==> config.mk <==
export PLATFORM = sky130hd
export DESIGN_NAME = acc_cpu_core
export DESIGN_NICKNAME = d
export VERILOG_FILES = /design/src/rtl/acc_cpu_pkg.sv /design/src/rtl/acc_cpu_regfile.sv /design/src/rtl/acc_cpu_alu.sv /design/src/rtl/acc_cpu_core.sv
export SDC_FILE = /design/constraint.sdc
export NUM_CORES = 2
export LEC_CHECK = 0
export BUFFER_PORTS_ARGS = -buffer_cell sky130_fd_sc_hd__buf_2
export CORE_UTILIZATION = 55
export DETAILED_ROUTE_END_ITERATION = 12
export PLACE_DENSITY = 0.74
export SYNTH_ARGS = -nofsm -noshare
export SYNTH_HDL_FRONTEND = slang
export SYNTH_SLANG_ARGS = --single-unit
==> constraint.sdc <==
create_clock -name clk -period 7.05 [get_ports clk]
set_clock_uncertainty 0.15 [all_clocks]
set_input_delay 1.41 -clock clk [delete_from_list [all_inputs] [get_ports clk]]
set_output_delay 1.41 -clock clk [all_outputs]
set_load 0.03 [all_outputs]
==> src/rtl/acc_cpu_pkg.sv <==
`timescale 1ns/1ps
package acc_cpu_pkg;

    localparam int DATA_W   = 8;
    localparam int PC_W     = 8;
    localparam int DADDR_W  = 4;
    localparam int NUM_REGS = 4;
    localparam logic [7:0] HALT_BYTE = 8'hFF;

    typedef enum logic [3:0] {
        OP_MOVA  = 4'b0000,
        OP_MOVR  = 4'b0001,
        OP_LOAD  = 4'b0010,
        OP_LOADI = 4'b0011,
        OP_STORE = 4'b0100,
        OP_JZ    = 4'b0101,
        OP_JMP   = 4'b0110,
        OP_ADD   = 4'b0111,
        OP_SUB   = 4'b1000,
        OP_ANDR  = 4'b1001,
        OP_SHR   = 4'b1010,
        OP_INV   = 4'b1011
    } opcode_e;

    typedef enum logic [2:0] {
        ST_FETCH,
        ST_DECODE,
        ST_ADDR,
        ST_EXEC,
        ST_HALT
    } state_e;

    function automatic logic is_jump(input logic [3:0] op);
        return (op == OP_JZ) || (op == OP_JMP);
    endfunction

    function automatic logic uses_alu(input logic [3:0] op);
        return (op == OP_ADD) || (op == OP_SUB) || (op == OP_ANDR) ||
               (op == OP_SHR) || (op == OP_INV);
    endfunction

endpackage

==> src/rtl/acc_cpu_regfile.sv <==
`timescale 1ns/1ps
module acc_cpu_regfile #(
    parameter int W     = 8,
    parameter int NREG  = 4,
    localparam int SELW = $clog2(NREG)
) (
    input  logic            clk,
    input  logic            rst,
    input  logic            wr_en,
    input  logic [SELW-1:0] sel,
    input  logic [W-1:0]    wr_data,
    output logic [W-1:0]    rd_data
);

    logic [W-1:0] regs [NREG];

    always_ff @(posedge clk) begin
        if (rst) begin
            for (int i = 0; i < NREG; i++) regs[i] <= '0;
        end else if (wr_en) begin
            regs[sel] <= wr_data;
        end
    end

    assign rd_data = regs[sel];

endmodule

==> src/rtl/acc_cpu_alu.sv <==
`timescale 1ns/1ps
module acc_cpu_alu
    import acc_cpu_pkg::*;
#(
    parameter int W = 8
) (
    input  logic [3:0]   op,
    input  logic [W-1:0] a,
    input  logic [W-1:0] b,
    output logic [W-1:0] y
);

    always_comb begin
        unique case (op)
            OP_ADD:  y = a + b;
            OP_SUB:  y = a - b;
            OP_ANDR: y = a & b;
            OP_INV:  y = ~a;
            OP_SHR:  y = {1'b0, a[W-1:1]};
            default: y = a;
        endcase
    end

endmodule

==> src/rtl/acc_cpu_core.sv <==
`timescale 1ns/1ps
module acc_cpu_core
    import acc_cpu_pkg::*;
#(
    parameter int DW   = DATA_W,
    parameter int PW   = PC_W,
    parameter int DAW  = DADDR_W,
    parameter int NREG = NUM_REGS
) (
    input  logic          clk,
    input  logic          rst,
    input  logic          prog_we,
    input  logic [PW-1:0] prog_addr,
    input  logic [7:0]    prog_wdata,
    output logic [DW-1:0] acc_out,
    output logic [PW-1:0] pc_out,
    output logic          halted
);

    localparam int PDEPTH = 1 << PW;
    localparam int DDEPTH = 1 << DAW;
    localparam int SELW   = $clog2(NREG);

    logic [7:0]    pmem [PDEPTH];
    logic [DW-1:0] dmem [DDEPTH];

    state_e        st;
    logic [7:0]    ir;
    logic [PW-1:0] tgt;
    logic [PW-1:0] pc;
    logic [DW-1:0] acc;

    logic [3:0]     op;
    logic [SELW-1:0] rsel;
    logic [DAW-1:0]  daddr;
    logic [DW-1:0]   rf_rd;
    logic [DW-1:0]   alu_y;
    logic            rf_we;

    assign op    = ir[7:4];
    assign rsel  = ir[3:2];
    assign daddr = ir[DAW-1:0];
    assign rf_we = (st == ST_EXEC) && (op == OP_MOVR);

    // Program store: untouched by reset so a preloaded program survives it.
    always_ff @(posedge clk) begin
        if (prog_we) pmem[prog_addr] <= prog_wdata;
    end

    acc_cpu_regfile #(.W(DW), .NREG(NREG)) u_rf (
        .clk     (clk),
        .rst     (rst),
        .wr_en   (rf_we),
        .sel     (rsel),
        .wr_data (acc),
        .rd_data (rf_rd)
    );

    acc_cpu_alu #(.W(DW)) u_alu (
        .op (op),
        .a  (acc),
        .b  (rf_rd),
        .y  (alu_y)
    );

    always_ff @(posedge clk) begin
        if (rst) begin
            st  <= ST_FETCH;
            ir  <= '0;
            tgt <= '0;
            pc  <= '0;
            acc <= '0;
            for (int i = 0; i < DDEPTH; i++) dmem[i] <= '0;
        end else begin
            unique case (st)
                ST_FETCH: begin
                    ir <= pmem[pc];
                    pc <= pc + 1'b1;
                    st <= ST_DECODE;
                end
                ST_DECODE: begin
                    if (ir == HALT_BYTE)  st <= ST_HALT;
                    else if (is_jump(op)) st <= ST_ADDR;
                    else                  st <= ST_EXEC;
                end
                ST_ADDR: begin
                    tgt <= pmem[pc];
                    pc  <= pc + 1'b1;
                    st  <= ST_EXEC;
                end
                ST_EXEC: begin
                    st <= ST_FETCH;
                    if (uses_alu(op)) begin
                        acc <= alu_y;
                    end else begin
                        case (op)
                            OP_MOVA:  acc <= rf_rd;
                            OP_LOAD:  acc <= dmem[daddr];
                            OP_LOADI: acc <= DW'(ir[3:0]);
                            OP_STORE: dmem[daddr] <= acc;
                            OP_JMP:   pc <= tgt;
                            OP_JZ:    if (acc == '0) pc <= tgt;
                            default:  ;
                        endcase
                    end
                end
                ST_HALT: st <= ST_HALT;
                default: st <= ST_FETCH;
            endcase
        end
    end

    assign acc_out = acc;
    assign pc_out  = pc;
    assign halted  = (st == ST_HALT);

endmodule

==> flow_summary.json <==
{
  "status": "complete, no violations",
  "cpPeakStageDelay_ps": 1030,
  "syn_to_final_growth_pct": 10.00,
  "drc": 0,
  "cts.path.max_buffers": 3,
  "reg2reg_depth": 7,
  "synth_top_cells_by_area": "edfxtp_1 (74%), mux4_2 (14%), nor2_1 (1.5%), dfxtp_1 (1.1%), and2_1 (0.90%)",
  "power_leakage_nw": 30.03,
  "cts_sinks": 2255,
  "start_util_pct": 55.54,
  "tns_ps": 0,
  "syn_inst": 4495,
  "cts_tree": "done",
  "clk_pin_slew_ps": 60,
  "synth_seq_area_share_pct": 75.23,
  "final_cell_mix": "edfxtp_1 (2208), mux4_2 (546), nor2_1 (349)",
  "layoutNonFillerInstCount": 6884,
  "dominantRegCellSynth": "edfxtp_1",
  "grt_antenna_before_repair": 6,
  "multi_input_area_sq_mm": 0.02057,
  "peakVddDrop_uv": 239.3,
  "path_cells": "buf_4 -> mux4_2 -> mux2i_1 -> o211ai_1 -> nor4_1 -> a21oi_1 -> a32o_1",
  "timing.final.max_slew_violations": 0,
  "seq_area_sq_mm": 0.06726,
  "grt_pass1_vias": 44590,
  "viasPerCell": 6.576,
  "hold_viol": 0,
  "hp-class": "flop to flop",
  "drtPass1Iterations": 6,
  "cpMaxStageDelayCell": "nor4_1",
  "die_w_microns": 405.1,
  "ys_types": 75,
  "dieArea_sq_mm": 0.1641,
  "max_freq_ghz": 0.2285,
  "grt_max_degree": 189,
  "startpoint_type": "flop",
  "setup_viol": 0,
  "path_class": "flop to flop",
  "die_h_microns": 405.1,
  "pin_count": 36,
  "gr-usage-all-layers_pct": 25.88,
  "wirelength_microns": 210000,
  "ant_nets": 0,
  "avgSynthCellArea_sq_um": 19.88,
  "yosys.area.top_type": "edfxtp_1",
  "cp.required_ps": 7630,
  "fin_crit_ps": 4376,
  "final_common_cell": "edfxtp_1",
  "drive_gt1_share_pct": 21.72,
  "port_buffers": 35,
  "htree_num_levels": 4,
  "fin_crit_sh_pct": 62.07,
  "maxCapViolCount": 0,
  "syn_area_sq_mm": 0.08938,
  "nFillCells": 10900,
  "power_density_mw_per_mm2": 282.0,
  "min_path_cells": 2,
  "cp.arrival_ps": 4960,
  "synth_enable_flop_cells": 2208,
  "nNetsFinal": 4577,
  "fp-row-count": 147,
  "clk_latency_ps": 860,
  "crit_path_end_kind": "flop",
  "overflow": 0,
  "cts_resized": 0,
  "synth_top_area_share_pct": 74.18,
  "root_buffer": "clkbuf_16",
  "dp_cells": 6493,
  "finalWeightedCongestion": 0.8645,
  "synth_nets": 4525,
  "cts_hold_buf": 0,
  "cts_buffers": 212,
  "ys_ff_latch": 2255,
  "async_reset_ff_share_pct": 0,
  "drt_iter0_markers": 7009,
  "critPathMaxFanout": 28,
  "core_sq_mm": 0.1609,
  "cts_setup_buffers": 0,
  "tightest_slew_ps": 1167,
  "synth_warnings": 0,
  "relSlewSlack_pct": 21.48,
  "grt_pass1_wl_microns": 305700,
  "dr_total_vias": 45270,
  "rsz0062_at_grt": "false",
  "hpwl_microns": 123000,
  "wl_per_cell_microns": 30.50
}
-- Yosys cell counts (19+ instances only) --
cell type / number
and2_1: 128
nand3b_1: 19
o21ai_0: 55
buf_4: 31
o22ai_1: 71
buf_1: 19
a22oi_1: 43
a221oi_1: 26
a21oi_1: 55
or2_2: 22
clkbuf_1: 131
mux4_2: 546
nor3_1: 82
nor2b_1: 31
dfxtp_1: 47
inv_1: 20
buf_6: 29
edfxtp_1: 2208
nand3_1: 39
nor2_1: 351
mux2i_1: 69
a211oi_1: 20
buf_2: 69
nand2_1: 106
-- per-layer routing --
| layer | GRT usage [%] | share of wire [%] | vias up | wire length (microns) |
|---|---|---|---|---|
| met5 | 0 | 0.0062 | - | 13 |
| met4 | 8.373 | 3.1 | 2 | 6531 |
| met3 | 5.479 | 10 | 391 | 21910 |
| met2 | 39.88 | 47 | 2718 | 99700 |
| met1 | 37.38 | 39 | 23540 | 81820 |
| li1 | - | - | 18620 | - |
-- cells by family after synthesis --
kind of cell | synth area share (%)
buffers and inverters | 1.802
DFF | 75.23
muxes | 14.72
AOI/OAI and AO/OA | 3.222
and+or+nand+nor | 4.732
xor gates and xnor gates | 0.1274
adders and majority gates | 0.1624
-- layout make-up --
cell class | instances | share of cell area, %
sequential | 2255 | 68.41
multi-input combinational | 1935 | 20.92
clock buffer | 281 | 5.755
tap | 2160 | 2.749
timing repair buffer | 121 | 1.084
clock inverter | 109 | 0.9951
inverter | 22 | 0.08399
antenna | 1 | 0.002545
-- worst max-delay path, delay by kind of cell (launching register included) --
kind	cells	cell delay, ps
AO/OA/AOI/OAI	3	880
buffers and inverters	1	590
multiplexers	2	770
AND/OR/NAND/NOR	1	1030
flip-flops	1	780
-- power breakdown --
part	leakage, nW	internal [mW]	total, mW	switching [mW]
combinational	6.36	0.751	1.89	1.14
sequential	20.4	14.8	14.9	0.0816
clock	3.23	6.09	11.0	4.88
-- registers in the layout (all words and copies together), names as in the netlist, named ones only --
signal / cells
acc_out: 8
dmem: 128
ir: 8
pc_out: 8
pmem: 2048
st: 3
tgt: 8
u_rf.regs: 32
-- worst paths after layout --
path	start	to	slack, ps
worst max-delay path	flop	tgt[6]	2670
worst min-delay path	tgt[1]	tgt[1]	340
worst max register to register	flop	tgt[6]	2670
worst min register to register	tgt[1]	tgt[1]	340
-- metrics by stage --
step                utilization [%]  setup WS [ps]  instance area, sq um  power (mW)  hold WS [ps]
floorplan                         -           3766                 89380       16.38         300.3
global placement              56.97           2699                 91680       17.01         317.5
detailed placement            56.97           2632                 91680       17.04         326.4
CTS                           61.09           2678                 98320       27.81         337.3
global route                  61.09           2527                 98320       28.40         355.1
finish                        61.09           2674                 98320       27.73         335.6
Note: power is estimated with default switching activity, not from simulation.
